File: config.mk
export PLATFORM = sky130hd
export DESIGN_NAME = reflex_ctrl
export DESIGN_NICKNAME = d
export VERILOG_FILES = /design/src/rtl/reflex_pkg.sv /design/src/rtl/reflex_fsm.sv /design/src/rtl/reflex_mode_cnt.sv /design/src/rtl/reflex_led_bar.sv /design/src/rtl/reflex_ctrl.sv
export SDC_FILE = /design/constraint.sdc
export NUM_CORES = 1
export LEC_CHECK = 0
export CAP_MARGIN = 5
export CORE_AREA = 3 3 40 42
export DETAILED_ROUTE_END_ITERATION = 12
export DIE_AREA = 0 0 43 45
export PLACE_DENSITY = 0.7
export SLEW_MARGIN = 20
export SYNTH_ARGS = -nofsm -noshare
export SYNTH_HDL_FRONTEND = slang
export SYNTH_SLANG_ARGS = --single-unit
File: constraint.sdc
create_clock -name clk_i -period 1.7 [get_ports clk_i]
set_clock_uncertainty 0.05 [all_clocks]
set_input_delay 0.255 -clock clk_i [delete_from_list [all_inputs] [get_ports clk_i]]
set_output_delay 0.255 -clock clk_i [all_outputs]
set_load 0.01 [all_outputs]
File: src/rtl/reflex_pkg.sv
package reflex_pkg;
  typedef enum logic [1:0] {
    ST_WAIT  = 2'd0,
    ST_COUNT = 2'd1,
    ST_FROZE = 2'd2
  } game_st_e;
endpackage

File: src/rtl/reflex_fsm.sv
module reflex_fsm
  import reflex_pkg::*;
(
  input  logic clk_i,
  input  logic rst_ni,
  input  logic start_i,
  input  logic store_i,
  input  logic skip_i,
  input  logic clear_i,
  input  logic tick_i,
  input  logic at_min_i,
  output logic tmr_init_o,
  output logic tmr_en_o,
  output logic res_store_o,
  output logic res_clear_o
);
  game_st_e st_q, st_d;

  always_comb begin
    st_d = st_q;
    if (clear_i) st_d = ST_WAIT;
    else begin
      unique case (st_q)
        ST_WAIT:  if (start_i) st_d = ST_COUNT;
        ST_COUNT: if (start_i || at_min_i) st_d = ST_FROZE;
        ST_FROZE: if (store_i || skip_i) st_d = ST_WAIT;
        default:  st_d = ST_WAIT;
      endcase
    end
  end

  always_ff @(posedge clk_i or negedge rst_ni)
    if (!rst_ni) st_q <= ST_WAIT;
    else         st_q <= st_d;

  assign tmr_init_o  = (st_q == ST_WAIT);
  assign tmr_en_o    = (st_q == ST_COUNT) && tick_i;
  assign res_store_o = (st_q == ST_FROZE) && store_i && !clear_i;
  assign res_clear_o = clear_i;

  AST_START_RUNS: assert property (@(posedge clk_i) disable iff (!rst_ni)
    (st_q == ST_WAIT && start_i && !clear_i) |=> (st_q == ST_COUNT));
  AST_STOP_FREEZES: assert property (@(posedge clk_i) disable iff (!rst_ni)
    (st_q == ST_COUNT && (start_i || at_min_i) && !clear_i) |=> (st_q == ST_FROZE));
  AST_STORE_RETURNS: assert property (@(posedge clk_i) disable iff (!rst_ni)
    res_store_o |=> tmr_init_o);
  AST_FROZEN_HOLDS: assert property (@(posedge clk_i) disable iff (!rst_ni)
    (st_q == ST_FROZE && !store_i && !skip_i && !clear_i) |=> (st_q == ST_FROZE));
  AST_CLEAR_WAITS: assert property (@(posedge clk_i) disable iff (!rst_ni)
    clear_i |=> tmr_init_o);
  AST_GATED_TICK: assert property (@(posedge clk_i) disable iff (!rst_ni)
    tmr_en_o |-> !tmr_init_o);
endmodule

File: src/rtl/reflex_mode_cnt.sv
module reflex_mode_cnt #(
  parameter int NUM_MODES = 4,
  localparam int MODE_W = $clog2(NUM_MODES)
) (
  input  logic              clk_i,
  input  logic              rst_ni,
  input  logic              next_i,
  input  logic              clear_i,
  output logic [MODE_W-1:0] mode_o
);
  localparam logic [MODE_W-1:0] LAST = MODE_W'(NUM_MODES - 1);
  logic [MODE_W-1:0] mode_q;

  always_ff @(posedge clk_i or negedge rst_ni)
    if (!rst_ni) mode_q <= '0;
    else if (next_i && !clear_i) mode_q <= (mode_q == LAST) ? '0 : mode_q + 1'b1;

  assign mode_o = mode_q;

  AST_MODE_STEP: assert property (@(posedge clk_i) disable iff (!rst_ni)
    (next_i && !clear_i && mode_q != LAST) |=> (mode_q == $past(mode_q) + 1'b1));
  AST_MODE_WRAP: assert property (@(posedge clk_i) disable iff (!rst_ni)
    (next_i && !clear_i && mode_q == LAST) |=> (mode_q == '0));
  AST_CLEAR_KEEPS_MODE: assert property (@(posedge clk_i) disable iff (!rst_ni)
    clear_i |=> $stable(mode_q));
endmodule

File: src/rtl/reflex_led_bar.sv
module reflex_led_bar #(
  parameter int MODE_W = 2,
  parameter int LED_W  = 8
) (
  input  logic [MODE_W-1:0] mode_i,
  output logic [LED_W-1:0]  led_o
);
  for (genvar g = 0; g < LED_W; g++) begin : g_led
    assign led_o[g] = (32'(mode_i) >= g);
  end

  always_comb
    AST_LED_COUNT: assert ($countones(led_o) == 32'(mode_i) + 1);
endmodule

File: src/rtl/reflex_ctrl.sv
module reflex_ctrl #(
  parameter int NUM_MODES = 4,
  parameter int LED_W     = 8,
  localparam int MODE_W   = $clog2(NUM_MODES)
) (
  input  logic              clk_i,
  input  logic              rst_ni,
  input  logic              start_i,
  input  logic              store_i,
  input  logic              skip_i,
  input  logic              clear_i,
  input  logic              next_i,
  input  logic              tick_i,
  input  logic              at_min_i,
  output logic              tmr_init_o,
  output logic              tmr_en_o,
  output logic              res_store_o,
  output logic              res_clear_o,
  output logic [MODE_W-1:0] mode_o,
  output logic [LED_W-1:0]  led_o
);
  reflex_fsm u_fsm (
    .clk_i       (clk_i),
    .rst_ni      (rst_ni),
    .start_i     (start_i),
    .store_i     (store_i),
    .skip_i      (skip_i),
    .clear_i     (clear_i),
    .tick_i      (tick_i),
    .at_min_i    (at_min_i),
    .tmr_init_o  (tmr_init_o),
    .tmr_en_o    (tmr_en_o),
    .res_store_o (res_store_o),
    .res_clear_o (res_clear_o)
  );

  reflex_mode_cnt #(.NUM_MODES(NUM_MODES)) u_mode (
    .clk_i   (clk_i),
    .rst_ni  (rst_ni),
    .next_i  (next_i),
    .clear_i (clear_i),
    .mode_o  (mode_o)
  );

  reflex_led_bar #(.MODE_W(MODE_W), .LED_W(LED_W)) u_led (
    .mode_i (mode_o),
    .led_o  (led_o)
  );

  AST_RESET_VIEW: assert property (@(posedge clk_i) disable iff (!rst_ni)
    $rose(rst_ni) |-> (led_o[0] && tmr_init_o));
endmodule

==> results of run 1 <==
[per-layer routing]
metal,vias up,wire length [µm],track usage [%],part of all wire [%]
li1,141,-,-,-
met1,122,219,8.29,37
met2,18,279,9.88,47
met3,2,90,3.19,15
met4,0,5,9.04,0.84
met5,-,0,0,0
[layout make-up]
class	count	area (µm²)	share of cell area [%]
Sequential cell	4	100	19.6
Tap cell	15	18.8	3.68
Inverter	3	11.3	2.21
Multi-Input combinational cell	23	161	31.6
Timing Repair Buffer	21	196	38.5
Clock buffer	3	22.5	4.41
[registers in the layout (all words and copies together) (netlist names)]
name           cells
u_fsm.st_q         2
u_mode.mode_o      2
[placed cells by master, fill, tap and decap left out]
cell,netlist,routed
o21ai_0,1,1
dlygate4sd2_1,0,5
dfrtp_1,4,4
buf_4,6,4
ha_1,3,3
a21oi_1,1,1
and4bb_2,1,1
nand2_1,1,1
or4b_1,1,1
clkdlybuf4s50_1,0,10
dlymetal6s2s_1,0,1
or2_2,1,1
inv_1,3,3
nor2_1,3,3
clkdlybuf4s15_1,0,1
nor2b_1,1,1
clkbuf_4,0,3
conb_1,2,5
nor3_1,1,1
mux2i_1,1,1
and3b_2,1,1
mux2_2,1,1
or3b_2,1,1
[stage by stage]
| step | total power, mW | TNS, ns | utilization [%] |
|---|---|---|---|
| global placement | 0.489 | -0.0763 | 38.3 |
| CTS | 0.590 | 0 | 39.4 |
| detailed placement | 0.497 | -0.0848 | 38.3 |
| finish | 0.580 | 0 | 39.7 |
| global route | 0.629 | 0 | 39.7 |
| floorplan | 0.295 | 0 | - |
[worst paths after layout]
kind                                   from          endpoint  slack [ns]
max                        u_mode.mode_o[0]          led_o[2]        0.07
min                                  rst_ni  u_mode.mode_o[1]        0.17
max reg2reg                   u_fsm.st_q[0]     u_fsm.st_q[1]        0.38
min reg2reg                   u_fsm.st_q[1]     u_fsm.st_q[0]        0.45
max in group asynchronous            rst_ni     u_fsm.st_q[1]        1.25
min in group clk_i            u_fsm.st_q[1]     u_fsm.st_q[0]        0.45
[where the power goes]
part	total, mW	internal, mW	switching, mW
sequential	0.136	0.122	0.0139
combinational	0.324	0.187	0.137
clock	0.120	0.0791	0.0413
total	0.580	0.388	0.192
[cells by family (layout without fill, tap and decap cells)]
logic type / after synthesis / count (layout) / share of synthesized area, %
AO/OA/AOI/OAI: 2 / 2 / 3.26
adder cells (fa/ha/maj): 3 / 3 / 12.2
buffers and inverters: 9 / 27 / 18.4
flip-flops: 4 / 4 / 32.7
multiplexers: 2 / 2 / 6.94
other: 2 / 5 / 2.45
AND/OR/NAND/NOR: 11 / 11 / 24.1
[critical path, delay by kind of cell (launching register included)]
family	cells	cell delay (ns)
flops	1	0.34
buf+inv	2	0.29
simple gates	1	0.28
fa+ha+maj	1	0.18
[what timing repair did]
item,4_1_cts,5_1_grt
resized for setup,6,2
cloned,0,0
endpoints found under the setup margin,6,2
==> qor.csv, run 1 <==
stage,metric,value,unit
outcome,status,"complete, no violations",
timing,hold_viol,0,
place,dp_hpwl,512,µm
grt,gr-total-overflow,0,
clock_tree,clkSlewWorstSetupHoldPaths,0.04,ns
synthesis,yosysTopAreaCell,dfrtp_1,
clock_tree,clock_sinks,4,
synthesis,ys_seq_elements,4,
timing,holdWs,0.174,ns
final_layout,antenna_cells,0,
timing,slew_viol_final,0,
floorplan,core.rowCount,13,
final_layout,design_area,510,µm²
floorplan,chipWidth,43,µm
clock_tree,hold_buffers,0,
setup_path,cp.arrival,1.33,ns
timing,fin_crit_sh,96.1,%
detailed_routing,route.vias.total,283,
power,powerDensity,1140,nW/µm²
setup_path,critPathMaxFanout,2,
setup_path,slowest_stage,dfrtp_1,
setup_path,crit_path_max_incr_delay,0.34,ns
final_layout,nFillCells,145,
detailed_routing,drc,0,
floorplan,core,1280,µm²
synthesis,synth_ff_type,dfrtp_1,
synthesis,synthCells,33,
detailed_routing,ant_nets,0,
power,p_leak,0.262,nW
hold_path,min_path_type,in2async,
detailed_routing,vias_per_cell,4.10,
clock_tree,htree_levels,1,
setup_path,required,1.39,ns
grt,grt_start_max_net_pins,7,
synthesis,post-synth-top-count-cell,buf_4,
synthesis,ys_warn_count,0,
final_layout,drive_gt1_share,22.2,%
floorplan,die_h,45,µm
synthesis,async_flop_share,100,%
job,cap_violations,0,
place,gp_congestion,0.615,
detailed_routing,first_pass_iters,2,
detailed_routing,route.detailed.wl_per_inst,8.61,µm
clock_tree,insertion_delay,0.24,ns
setup_path,critPathCaptureType,primary output,
timing,worst_slack,0.0666,ns
timing,min_period,1.63,ns
synthesis,yosys-top-cells-area,"dfrtp_1 (33%), buf_4 (15%), ha_1 (12%), and4bb_2 (4.1%), inv_1 (3.7%)",
final_layout,syn_to_final_growth,66.5,%
synthesis,synth_area,307,µm²
floorplan,initial_utilization,23.9,%
setup_path,rr_worst_depth,3,
setup_path,worst-setup-path-type,reg2out,
synthesis,synth_edf_count,0,
grt,first_global_vias,247,
clock_tree,postCtsSetupBuffers,0,
synthesis,ys_top_cells_by_count,"buf_4 (6), dfrtp_1 (4), ha_1 (3), inv_1 (3), nor2_1 (3)",
synthesis,syn_avg_cell_area,9.29,µm²
place,dpl-instance-area,492,µm²
final_layout,nets,68,
power,ir_worst_vdd,473,µV
timing,rsz0062_at_grt,false,
detailed_routing,drtIter0Drc,2,
setup_path,crit_chain,inv_1 > ha_1 > or2_2 > clkdlybuf4s15_1,
clock_tree,root_buffer,clkbuf_4,
synthesis,synth_cell_types,18,
clock_tree,clockBufferDepth,2,
timing,max_freq,612,MHz
detailed_routing,drt-total-wl,594,µm
final_layout,final_cells,69,
grt,grt_pass1_wl,1010,µm
place,placedCellCount,66,
synthesis,synth_top_area_share,32.7,%
timing,finalSetupViolCount,0,
clock_tree,cts_buffers,3,
grt,grtUsageTotal,7.53,%
floorplan,die_area,1940,µm²
place,place_ws,-0.0848,ns
grt,antenna_found_initial,0,
clock_tree,cts_tree,done,
floorplan,io_pins,23,
synthesis,ys_seq_area_share,32.7,%
place,portBuffers,17,
setup_path,critPathLaunchType,flip-flop,
Note: power is estimated with default switching activity, not from simulation.
==> run 2: changes to the inputs <==
--- a/config.mk
+++ b/config.mk
@@ -5,6 +5,7 @@
 export SDC_FILE = /design/constraint.sdc
 export NUM_CORES = 1
 export LEC_CHECK = 0
+export ABC_AREA = 0
 export CAP_MARGIN = 5
 export CORE_AREA = 3 3 40 42
 export DETAILED_ROUTE_END_ITERATION = 12
==> results of run 2 <==
Final layout, timing and power as in run 1 (identical DEF).
